<file path="src/rtl/brhz_pkg.sv">
package brhz_pkg;

   localparam int MODE_W   = 2;
   localparam int MODE_CNT = 1 << MODE_W;

   typedef enum logic [MODE_W-1:0] {
      POL_STALL      = 2'b00,
      POL_PREDICT_NT = 2'b01,
      POL_DELAY_SLOT = 2'b10,
      POL_RESERVED   = 2'b11
   } pol_e;

   // What a policy does with the word fetched behind a branch in decode
   typedef struct packed {
      logic squash_taken;     // replace it by a no-op when the branch is taken
      logic squash_fallthru;  // replace it by a no-op when the branch falls through
      logic refetch_fallthru; // keep the fetch address when the branch falls through
   } rule_t;

   function automatic rule_t rule_of(logic [MODE_W-1:0] code);
      rule_t r;
      case (pol_e'(code))
         POL_PREDICT_NT: begin
            r.squash_taken     = 1'b1;
            r.squash_fallthru  = 1'b0;
            r.refetch_fallthru = 1'b0;
         end
         POL_DELAY_SLOT: begin
            r.squash_taken     = 1'b0;
            r.squash_fallthru  = 1'b0;
            r.refetch_fallthru = 1'b0;
         end
         default: begin // stall and the reserved code
            r.squash_taken     = 1'b1;
            r.squash_fallthru  = 1'b1;
            r.refetch_fallthru = 1'b1;
         end
      endcase
      return r;
   endfunction

endpackage

</file>
<file path="src/rtl/brhz_policy.sv">
module brhz_policy
   import brhz_pkg::*;
#(
   parameter int ADDR_W = 32
) (
   input  logic [MODE_W-1:0] mode_i,
   input  logic              branch_i,
   input  logic              taken_i,
   input  logic [ADDR_W-1:0] target_i,
   input  logic [ADDR_W-1:0] seq_pc_i,
   output logic [ADDR_W-1:0] next_pc_o,
   output logic              sel_o,
   output logic              hold_o,
   output logic              flush_o
);

   rule_t [MODE_CNT-1:0] rule_tbl;
   rule_t                act;

   for (genvar m = 0; m < MODE_CNT; m++) begin : g_rule
      assign rule_tbl[m] = rule_of(MODE_W'(m));
   end

   assign act = rule_tbl[mode_i];

   always_comb begin
      sel_o   = branch_i & taken_i;
      hold_o  = branch_i & ~taken_i & act.refetch_fallthru;
      flush_o = branch_i & (taken_i ? act.squash_taken : act.squash_fallthru);
      next_pc_o = sel_o ? target_i : seq_pc_i;
   end

endmodule

</file>
<file path="src/rtl/brhz_pc_reg.sv">
module brhz_pc_reg #(
   parameter int          ADDR_W   = 32,
   parameter int unsigned RESET_PC = 0
) (
   input  logic              clk,
   input  logic              rst_n,
   input  logic              hold_i,
   input  logic [ADDR_W-1:0] next_pc_i,
   output logic [ADDR_W-1:0] pc_o
);

   localparam logic [ADDR_W-1:0] PC_INIT = ADDR_W'(RESET_PC);

   always_ff @(posedge clk) begin
      if (!rst_n) begin
         pc_o <= PC_INIT;
      end else if (!hold_i) begin
         pc_o <= next_pc_i;
      end
   end

endmodule

</file>
<file path="src/rtl/brhz_decode_reg.sv">
module brhz_decode_reg #(
   parameter int INSTR_W = 32
) (
   input  logic               clk,
   input  logic               rst_n,
   input  logic               flush_i,
   input  logic [INSTR_W-1:0] instr_i,
   output logic [INSTR_W-1:0] instr_o
);

   localparam logic [INSTR_W-1:0] NOP_WORD = '0;

   always_ff @(posedge clk) begin
      if (!rst_n || flush_i) begin
         instr_o <= NOP_WORD;
      end else begin
         instr_o <= instr_i;
      end
   end

endmodule

</file>
<file path="src/rtl/brhz_fetch_ctrl.sv">
module brhz_fetch_ctrl
   import brhz_pkg::*;
#(
   parameter int          ADDR_W   = 32,
   parameter int          INSTR_W  = 32,
   parameter int unsigned RESET_PC = 0
) (
   input  logic               clk,
   input  logic               rst_n,
   input  logic [1:0]         mode_i,
   input  logic [INSTR_W-1:0] instr_i,
   input  logic               dec_branch_i,
   input  logic               dec_taken_i,
   input  logic [ADDR_W-1:0]  dec_target_i,
   input  logic [ADDR_W-1:0]  seq_pc_i,
   output logic [ADDR_W-1:0]  fetch_pc_o,
   output logic [INSTR_W-1:0] dec_instr_o,
   output logic [ADDR_W-1:0]  next_pc_o,
   output logic               pc_sel_o,
   output logic               fetch_hold_o,
   output logic               dec_flush_o
);

   if (ADDR_W < 3 || ADDR_W > 64) begin : g_bad_addr_w
      $error("brhz_fetch_ctrl: ADDR_W must lie in 3..64");
   end
   if (INSTR_W < 8) begin : g_bad_instr_w
      $error("brhz_fetch_ctrl: INSTR_W must be at least 8");
   end
   if ((RESET_PC % 4) != 0) begin : g_bad_reset_pc
      $error("brhz_fetch_ctrl: RESET_PC must be word aligned");
   end

   logic sel, hold, flush;
   logic [ADDR_W-1:0] nxt_pc;

   brhz_policy #(.ADDR_W(ADDR_W)) u_policy (
      .mode_i   (mode_i),
      .branch_i (dec_branch_i),
      .taken_i  (dec_taken_i),
      .target_i (dec_target_i),
      .seq_pc_i (seq_pc_i),
      .next_pc_o(nxt_pc),
      .sel_o    (sel),
      .hold_o   (hold),
      .flush_o  (flush)
   );

   brhz_pc_reg #(.ADDR_W(ADDR_W), .RESET_PC(RESET_PC)) u_pc (
      .clk      (clk),
      .rst_n    (rst_n),
      .hold_i   (hold),
      .next_pc_i(nxt_pc),
      .pc_o     (fetch_pc_o)
   );

   brhz_decode_reg #(.INSTR_W(INSTR_W)) u_dec (
      .clk    (clk),
      .rst_n  (rst_n),
      .flush_i(flush),
      .instr_i(instr_i),
      .instr_o(dec_instr_o)
   );

   assign next_pc_o    = nxt_pc;
   assign pc_sel_o     = sel;
   assign fetch_hold_o = hold;
   assign dec_flush_o  = flush;

endmodule

</file>
<file path="config.mk">
export PLATFORM = sky130hd
export DESIGN_NAME = brhz_fetch_ctrl
export DESIGN_NICKNAME = d
export VERILOG_FILES = /design/src/rtl/brhz_pkg.sv /design/src/rtl/brhz_policy.sv /design/src/rtl/brhz_pc_reg.sv /design/src/rtl/brhz_decode_reg.sv /design/src/rtl/brhz_fetch_ctrl.sv
export SDC_FILE = /design/constraint.sdc
export NUM_CORES = 1
export LEC_CHECK = 0
export ABC_CLOCK_PERIOD_IN_PS = 1650
export BUFFER_PORTS_ARGS = -buffer_cell sky130_fd_sc_hd__buf_2
export CAP_MARGIN = 20
export CORE_MARGIN = 2
export CORE_UTILIZATION = 43
export CTS_CLUSTER_DIAMETER = 120
export DETAILED_ROUTE_END_ITERATION = 8
export PLACE_DENSITY_LB_ADDON = 0.25
export SETUP_SLACK_MARGIN = 0.15
export SKIP_CTS_REPAIR_TIMING = 1
export SLEW_MARGIN = 10
export SYNTH_ARGS = -nofsm -noshare
export SYNTH_HDL_FRONTEND = slang
export SYNTH_SLANG_ARGS = --single-unit
</file>
<file path="constraint.sdc">
create_clock -name clk -period 1.65 [get_ports clk]
set_input_delay 0 -clock clk [delete_from_list [all_inputs] [get_ports clk]]
set_output_delay 0 -clock clk [all_outputs]
set_load 0.03 [all_outputs]
</file>
==> impl_metrics.yaml, run 1 <==
synthesis:
  yosysWarnings: 0
  yosys-top-cells-area: "dfxtp_1 40%, or4bb_1 11%, nor4bb_1 10%"
  yosys.area.top_type: "dfxtp_1"
  ys_seq_area_share_pct: 40.2
  syn_area_um2: 3190
  yosysTopAreaCellShare_pct: 40.2
  yosys_register_bits: 64
  avgSynthCellArea_um2: 10.5
  syn_inst: 305
  synth.distinct_cells: 18
  synth_fp_nets: 408
cells_and_area:
  num-nets-final: 619
  fin_util_pct: 65.6
  final_cells: 620
  layout-drive-gt1-share_pct: 47.2
  fillers: 612
  areaGrowthSynthToFinish_pct: 48.4
  antenna_cells: 0
critical_path:
  reg2reg_setup_slack_ns: 0.58
  crit_top_cell: "buf_2"
  critPathMaxStageDelay_ns: 0.33
  end_kind: "output pin"
  worstPathCellList: "buf_2 > inv_1 > ha_1 > and3b_2 > buf_12 > or2_1 > buf_2"
  critPathBufInv: 4
  rr_startpoint: "u_pc.pc_o[18]"
  critPathSlowestCell: "ha_1"
  r2r_end: "u_pc.pc_o[18]"
  start_kind: "input port"
  cp_top_family: "simple AND/OR/NAND/NOR gates"
  crit_type: "input port to output pin"
  cp.arrival_ns: 1.36
  worst_ep_required_time_ns: 1.65
  reg2reg_depth: 2
  path_max_fanout: 66
die:
  fp-row-count: 31
  die-area_um2: 8120
  initial_core_util_pct: 44.2
  io_pins: 201
  coreArea_um2: 7210
  die_x_um: 90.1
  die_h_um: 90.1
min_path:
  hold_start: "dec_target_i[2]"
  min_path_type: "input port to register"
  hold_path_end: "u_pc.pc_o[2]"
  worstHoldPathCells: 3
drt:
  antenna_left: 0
  route.detailed.drc: 0
  vias: 3245
  routedWlPerCell_um: 15.7
  drt-initial-drc-count: 109
  wirelength_um: 9740
  routed_via_density: 5.23
  first_pass_iters: 4
timing:
  slew_headroom_pct: 64.1
  max_freq_mhz: 737
  finalCriticalPeriod_ns: 1.36
  min_period_over_period_pct: 82.3
  tns_ns: 0
  rsz0062_at_grt: "no"
  worst_slew_pin_slew_ns: 0.538
  maxSlewViolCount: 0
  finClkSkew_ns: 0
  setup_viol_count_final: 0
  finalHoldViolCount: 0
  finalWorstSetupSlack_ns: 0.293
job:
  drv_cap: 0
placement:
  placed_cells: 571
  io_buffers: 200
  gp_congestion: 0.779
  preCtsSetupSlack_ns: 0.0119
  hpwl_um: 6040
cts:
  cts.clk_slew.worst_paths_ns: 0.08
  cts_sinks: 64
  tritoncts: "done"
  clk_latency_ns: 0.34
  htree_levels: 3
  cts_buffer_depth: 2
  tritoncts.num_buffers: 9
  root_buffer: "clkbuf_8"
grt:
  track_usage_pct: 21.9
  grt_overflow: 0
  first_global_vias: 2969
  grt_first_pass_wirelength_um: 14500
  grt_max_degree: 99
  grt_antenna_before_repair: 0
power:
  p_leak_nw: 2.53
  ir_worst_vdd_mv: 0.450
  totalPowerFinal_mw: 4.23
  power_density_nw_per_um2: 893
run_status:
  status: "complete, no violations"
==> routing by layer <==
metal	share of wire [%]	vias up	routed length, µm	global-route usage [%]
met4	1.8	0	177	6.28
li1	-	1600	-	-
met2	46	140	4510	34.9
met5	0	-	0	0
met1	44	1488	4300	27.9
met3	7.7	17	750	7.80
==> cell usage after synthesis <==
master / instances
nor4bb_1: 32
o311a_1: 32
clkbuf_1: 24
and3b_1: 2
buf_4: 1
dfxtp_1: 64
a21boi_1: 11
and3_1: 32
buf_1: 1
or4bb_1: 32
nand2_1: 1
or2_1: 14
a21boi_0: 21
buf_2: 10
or2_2: 19
buf_6: 6
inv_1: 2
ha_1: 1
==> kinds of logic (layout without fill, tap and decap cells) <==
logic type | after synthesis | count (layout) | synth area share, %
and+or+nand+nor | 132 | 132 | 34.8
AOI/OAI and AO/OA | 64 | 64 | 17.6
DFF | 64 | 64 | 40.2
buffers and inverters | 44 | 260 | 7.10
adders and majority gates | 1 | 1 | 0.392
==> registers in the layout (all words and copies together), names as in the netlist <==
name and count:
u_dec.instr_o 32, u_pc.pc_o 32
==> area by class of cell <==
cell class / instances / area, µm² / share of cell area (%)
multi-input cells: 197 / 1680 / 35.6
repair buffers: 242 / 1440 / 30.5
flip-flops and latches: 64 / 1280 / 27.1
clock buffers: 9 / 124 / 2.62
well taps: 99 / 124 / 2.62
clock inverters: 7 / 72.6 / 1.53
inverters: 2 / 7.51 / 0.159
==> cells in the final DEF (no fill, tap or decap) <==
cell type      count
buf_2            200
dfxtp_1           64
and3_1            32
or4bb_1           32
o311a_1           32
nor4bb_1          32
dlygate4sd3_1     32
a21boi_0          21
or2_2             19
or2_1             14
a21boi_1          11
clkbuf_8           9
buf_4              6
buf_12             3
inv_1              2
clkinv_4           2
clkinv_2           2
clkinvlp_4         2
and3b_2            1
nand2_1            1
and3b_1            1
ha_1               1
bufinv_16          1
buf_8              1
==> worst reg2reg max path, stage by stage, from the launching register on <==
cell	delay [ns]
dfxtp_1	0.31
or4bb_1	0.50
o311a_1	0.15
==> per-stage QoR <==
step	hold WS (ns)	cell area, µm²
6_report	0.0569	4730
5_1_grt	0.0536	4730
4_1_cts	-0.116	4400
3_5_place_dp	0.259	4200
3_3_place_gp	0.256	4200
2_1_floorplan	0.156	3190
==> worst max path at each step <==
stage            startpoint           end  slack, ns  cells past startpoint
6_report          mode_i[0]   dec_flush_o       0.29                      7
5_1_grt        dec_branch_i   dec_flush_o       0.22                      6
4_1_cts           mode_i[0]   dec_flush_o      0.007                      6
3_5_place_dp      mode_i[0]   dec_flush_o       0.01                      6
3_3_place_gp      mode_i[0]   dec_flush_o       0.04                      6
2_1_floorplan     mode_i[0]  u_pc.pc_o[6]       0.38                      6
==> power breakdown <==
| group | switching (mW) | internal (mW) | total (mW) |
|---|---|---|---|
| combinational | 0.706 | 0.487 | 1.19 |
| sequential | 0.0395 | 1.66 | 1.70 |
| clock | 0.641 | 0.696 | 1.34 |
(Power assumes the default switching activity.)
==> run 2, diff against run 1 <==
--- a/config.mk
+++ b/config.mk
@@ -5,11 +5,12 @@
 export SDC_FILE = /design/constraint.sdc
 export NUM_CORES = 1
 export LEC_CHECK = 0
-export ABC_CLOCK_PERIOD_IN_PS = 1650
+export ABC_AREA = 1
+export ABC_CLOCK_PERIOD_IN_PS = 1120
 export BUFFER_PORTS_ARGS = -buffer_cell sky130_fd_sc_hd__buf_2
 export CAP_MARGIN = 20
 export CORE_MARGIN = 2
-export CORE_UTILIZATION = 43
+export CORE_UTILIZATION = 36
 export CTS_CLUSTER_DIAMETER = 120
 export DETAILED_ROUTE_END_ITERATION = 8
 export PLACE_DENSITY_LB_ADDON = 0.25
==> constraint.sdc (replaced) <==
create_clock -name clk -period 1.12 [get_ports clk]
set_input_delay 0 -clock clk [delete_from_list [all_inputs] [get_ports clk]]
set_output_delay 0 -clock clk [all_outputs]
set_load 0.03 [all_outputs]
==> run 2 against run 1 <==
- power is 58% higher
- critical endpoint is now fetch_hold_o
- synthesized cell count is 38% higher
- worst hold slack worse by 0.054 ns
- count of clock-buffer cells in the layout is 1 higher
- utilization is 3.8 points lower
- combinational power is 42% higher
- sequential share of layout area is 1.4 points higher
- highest routed layer unchanged
- flip-flop and latch count stayed put
==> impl_metrics.yaml, run 2 <==
run_status:
  status: "complete, no violations"
timing:
  min_period_over_period_pct: 84.2
  setup_viol_count_final: 0
  finalCriticalPeriod_ns: 0.943
  finalHoldViolCount: 0
  max_freq_mhz: 1060
  finClkSkew_ns: 0
  rsz0062_at_grt: "yes"
  worst_slew_pin_slew_ns: 0.358
  maxSlewViolCount: 0
  slew_headroom_pct: 76.2
  tns_ns: 0
synthesis:
  synthTopCellsByCount: "130 x nand2_1, 96 x nor2_1, 67 x inv_1"
  syn_area_um2: 2730
  yosys-top-cells-area: "dfxtp_1 47%, nand2_1 18%, nor2_1 13%"
  synth-main-ff-cell: "dfxtp_1"
  yosysWarnings: 0
  yosys.area.top_type: "dfxtp_1"
  yosysTopAreaCellShare_pct: 47.0
  async_flop_share_pct: 0
  syn_inst: 420
  avgSynthCellArea_um2: 6.49
  yosys_register_bits: 64
  ys_seq_area_share_pct: 47.0
  synth_most_common_cell: "nand2_1"
  synth_fp_nets: 523
  synth.distinct_cells: 14
  synth_edf_count: 0
cts:
  cts_buffer_depth: 2
  htree_levels: 3
  root_buffer: "clkbuf_8"
  tritoncts.num_buffers: 9
  cts_sinks: 64
  tritoncts: "done"
  cts.clk_slew.worst_paths_ns: 0.07
  clk_latency_ns: 0.32
critical_path:
  critPathMaxStageDelay_ns: 0.28
  path_max_fanout: 9
  cp.arrival_ns: 0.94
  crit_type: "input port to output pin"
  worst_ep_required_time_ns: 1.12
  critPathSlowestCell: "ha_1"
  worstPathCellList: "buf_2 > inv_1 > ha_1 > nand2_1 > nor2_4 > buf_12 > buf_4"
  end_kind: "output pin"
  start_kind: "input port"
die:
  die_x_um: 91.0
  io_pins: 201
  die_h_um: 91.0
  die-area_um2: 8280
  initial_core_util_pct: 37.4
  fp-row-count: 31
  coreArea_um2: 7290
power:
  power_density_nw_per_um2: 1480
  ir_worst_vdd_mv: 1.10
  p_leak_nw: 2.69
  totalPowerFinal_mw: 6.66
drt:
  routedWlPerCell_um: 11.2
  first_pass_iters: 4
  route.detailed.drc: 0
  drt-initial-drc-count: 100
  antenna_left: 0
  routed_via_density: 4.33
  vias: 3296
  wirelength_um: 8540
placement:
  gp_congestion: 0.814
  io_buffers: 200
  placed_cells: 705
  dpl_cell_area_um2: 3850
  hpwl_um: 5900
cells_and_area:
  layout-drive-gt1-share_pct: 35.8
  final_cell_area_um2: 4510
  antenna_cells: 0
  num-nets-final: 760
  final_cells: 761
  layout_commonest_cell: "buf_2"
  areaGrowthSynthToFinish_pct: 65.4
  largestRegisters: "u_dec.instr_o: 32 flops, u_pc.pc_o: 32 flops"
  layout_common_cells: "199 x buf_2, 130 x nand2_1, 96 x nor2_1"
grt:
  grt_max_degree: 33
  grt_antenna_before_repair: 0
  track_usage_pct: 18.5
  first_global_vias: 2798
  grt_first_pass_wirelength_um: 12500
  grt_overflow: 0
min_path:
  min_path_type: "input port to register"
job:
  drv_cap: 0
[run 2: cell count changes in the layout (fill, tap and decap cells not counted), moves of 32 or more]
| cell | delta |
|---|---|
| nand2_1 | +129 |
| nor2_1 | +96 |
| inv_1 | +65 |
| nand3_1 | +34 |
| and3_1 | -32 |
| nor4bb_1 | -32 |
| o311a_1 | -32 |
| or4bb_1 | -32 |
[run 2: layer usage]
| layer | vias up | GRT usage, % | wire length (µm) |
|---|---|---|---|
| met5 | - | 0 | 0 |
| met4 | 0 | 8.59 | 211 |
| met3 | 15 | 4.56 | 550 |
| met2 | 130 | 34.6 | 4500 |
| met1 | 1457 | 19.3 | 3280 |
| li1 | 1694 | - | - |
[run 2: final cells by class]
cell class	count	area, µm²
sequential	64	1280
clock inverter	6	115
fill	682	2780
multi-input combinational	264	1060
clock buffer	10	138
tap	99	124
timing repair buffer	251	1540
inverter	67	251
[run 2: kinds of logic (layout without fill, tap and decap cells)]
family                     Yosys count  after routing  synth area share (%)
DFF                                 64             64                  47.0
and+or+nand+nor                    263            263                  38.1
adders and majority gates            1              1                 0.459
buffers and inverters               92            334                  14.4
[run 2: final timing paths]
| path | slack [ns] | from | end | cells past startpoint |
|---|---|---|---|---|
| worst max-delay path | 0.18 | mode_i[0] | fetch_hold_o | 7 |
| worst min-delay path | 0.003 | seq_pc_i[14] | u_pc.pc_o[14] | 5 |
| worst max register to register | 0.47 | u_pc.pc_o[29] | u_pc.pc_o[29] | 4 |
| worst min register to register | 0.51 | u_pc.pc_o[12] | u_pc.pc_o[12] | 4 |
[run 2: critical path: cells and delay by family]
kind / cells / cell delay [ns]
buffers and inverters: 4 / 0.40
adders and majority gates: 1 / 0.28
and+or+nand+nor: 2 / 0.25
[run 2: metrics by stage]
step	utilization, %	setup slack [ns]	hold slack (ns)
2_1_floorplan	-	0.152	0.112
3_3_place_gp	52.7	0.0221	0.212
3_5_place_dp	52.7	-0.00985	0.218
4_1_cts	56.2	0.0785	-0.146
5_1_grt	61.8	0.127	0.0163
6_report	61.8	0.177	0.00311
[run 2: power by group]
group | internal (mW) | leakage (nW) | switching (mW)
Combinational | 0.603 | 2.04 | 1.09
Sequential | 2.44 | 0.531 | 0.0594
Clock | 1.55 | 0.123 | 0.918
==> run 3, diff against run 2 <==
--- a/config.mk
+++ b/config.mk
@@ -6,7 +6,7 @@
 export NUM_CORES = 1
 export LEC_CHECK = 0
 export ABC_AREA = 1
-export ABC_CLOCK_PERIOD_IN_PS = 1120
+export ABC_CLOCK_PERIOD_IN_PS = 800
 export BUFFER_PORTS_ARGS = -buffer_cell sky130_fd_sc_hd__buf_2
 export CAP_MARGIN = 20
 export CORE_MARGIN = 2
==> constraint.sdc (replaced) <==
create_clock -name clk -period 0.8 [get_ports clk]
set_input_delay 0 -clock clk [delete_from_list [all_inputs] [get_ports clk]]
set_output_delay 0 -clock clk [all_outputs]
set_load 0.03 [all_outputs]
==> run 3 against run 2 <==
- the run now ends with negative setup slack left
- sequential power is 45% higher
- worst hold slack better by 0.0023 ns
- critical path depth decreased by 6
- flip-flop and latch count is the same
- routed wire length grew 67%
- register-to-register slack lost 0.43 ns
- utilization up 27 points
- final area is 43% higher
- power increased by 61%
- via count grew 17%
- non-clock buffer count is 36 higher
- setup slack worse by 0.23 ns
- critical path type is now register to output pin
- highest routed layer unchanged
==> impl_metrics.yaml, run 3 (same netlist as run 2, synthesis figures left out) <==
run_status:
  status: "finished, violations left"
  violations: "negative setup slack"
cells_and_area:
  num-nets-final: 796
  largestRegisters: "u_dec.instr_o: 32 flops, u_pc.pc_o: 32 flops"
  fillers: 341
  fin_util_pct: 88.6
  final_cells: 797
  areaGrowthSynthToFinish_pct: 137
  final_cell_area_um2: 6460
  antenna_cells: 0
  layout_common_cells: "103 x buf_6, 98 x buf_2, 68 x nor2_1"
  layout_commonest_cell: "buf_6"
  layout-drive-gt1-share_pct: 65.3
grt:
  grt_max_degree: 35
  track_usage_pct: 19.0
  grt_antenna_before_repair: 0
  first_global_vias: 2878
  grt_overflow: 0
  grt_first_pass_wirelength_um: 12700
critical_path:
  r2r_end: "u_pc.pc_o[21]"
  cp.arrival_ns: 0.85
  worst_ep_required_time_ns: 0.80
  worstPathCellList: "buf_6"
  critPathBufInv: 1
  critPathMaxStageDelay_ns: 0.36
  crit_type: "register to output pin"
  reg2reg_depth: 4
  end_kind: "output pin"
  path_max_fanout: 1
  critPathSlowestCell: "dfxtp_2"
  rr_startpoint: "u_pc.pc_o[21]"
  cp_top_family: "flip-flops"
  start_kind: "register"
  reg2reg_setup_slack_ns: 0.04
drt:
  wirelength_um: 14200
  antenna_left: 0
  route.detailed.drc: 0
  drt-initial-drc-count: 104
  vias: 3862
  routedWlPerCell_um: 17.9
  first_pass_iters: 4
  routed_via_density: 4.85
cts:
  htree_levels: 3
  root_buffer: "clkbuf_8"
  cts_sinks: 64
  cts_buffer_depth: 2
  tritoncts.num_buffers: 9
  tritoncts: "done"
  clk_latency_ns: 0.33
  cts.clk_slew.worst_paths_ns: 0.09
timing:
  max_freq_mhz: 1170
  maxSlewViolCount: 0
  finalHoldViolCount: 0
  worst_slew_pin_slew_ns: 0.224
  whs_ns: 0.00539
  rsz0062_at_grt: "yes"
  finalCriticalPeriod_ns: 0.855
  slew_headroom_pct: 85.1
  finalWorstSetupSlack_ns: -0.0548
  finClkSkew_ns: 0
  min_period_over_period_pct: 107
  setup_viol_count_final: 62
power:
  power_density_nw_per_um2: 1660
  ir_worst_vdd_mv: 0.970
  p_leak_nw: 3.27
placement:
  dpl_cell_area_um2: 4020
  gp_congestion: 0.849
  preCtsSetupSlack_ns: -0.359
  placed_cells: 711
  io_buffers: 200
  hpwl_um: 6020
min_path:
  hold_start: "seq_pc_i[17]"
  hold_path_end: "u_pc.pc_o[17]"
  min_path_type: "input port to register"
  worstHoldPathCells: 5
die:
  die_x_um: 91.0
  coreArea_um2: 7290
  die-area_um2: 8280
  io_pins: 201
  die_h_um: 91.0
  initial_core_util_pct: 37.4
  fp-row-count: 31
job:
  drv_cap: 0
==> run 3: cell types whose count changed in the layout (fill, tap and decap cells not counted), moves of 28 or more <==
cell	previous run	this run
dfxtp_1	64	0
nand2_1	130	55
dfxtp_2	0	64
buf_2	199	98
nand2_4	1	46
nor2_1	96	68
nand2_2	0	29
buf_6	1	103
==> run 3: worst max-delay path by stage <==
stage,startpoint,endpoint,slack [ns],cells past startpoint
floorplan,mode_i[0],u_pc.pc_o[11],-0.14,9
global placement,mode_i[0],u_pc.pc_o[5],-0.33,9
detailed placement,mode_i[0],u_pc.pc_o[22],-0.36,9
CTS,mode_i[0],fetch_hold_o,-0.28,7
global route,mode_i[0],u_pc.pc_o[0],-0.07,9
finish,u_dec.instr_o[5],dec_instr_o[5],-0.05,1
==> run 3: per-layer routing <==
layer  up-vias  GRT usage [%]  part of all wire (%)
li1       1766              -                     -
met1      1850           20.4                    34
met2       189           35.6                    55
met3        57           4.23                   5.3
met4         0           7.95                   5.6
met5         -              0                     0
==> run 3: through the flow <==
stage | setup TNS [ns] | total power, mW
after floorplan | -3.68 | 5.09
after global placement | -18.70 | 5.83
after detailed placement | -20.51 | 5.87
after CTS | -7.53 | 9.02
after global routing | -3.23 | 11.1
final | -0.988 | 10.7
==> run 3: where the power goes <==
group	switching [mW]	internal [mW]	leakage (nW)
clock	1.47	1.79	0.110
sequential	0.162	3.47	0.551
combinational	2.10	1.75	2.61
total	3.73	7.00	3.27
==> run 3: layout make-up <==
class                      instances  area [µm²]  area share (%)
tap                               99         124            1.92
multi-input combinational        264        1790            27.7
clock inverter                     7         103            1.59
clock buffer                       9         124            1.92
sequential                        64        1360            21.1
inverter                          67         259            4.01
timing repair buffer             287        2700            41.8
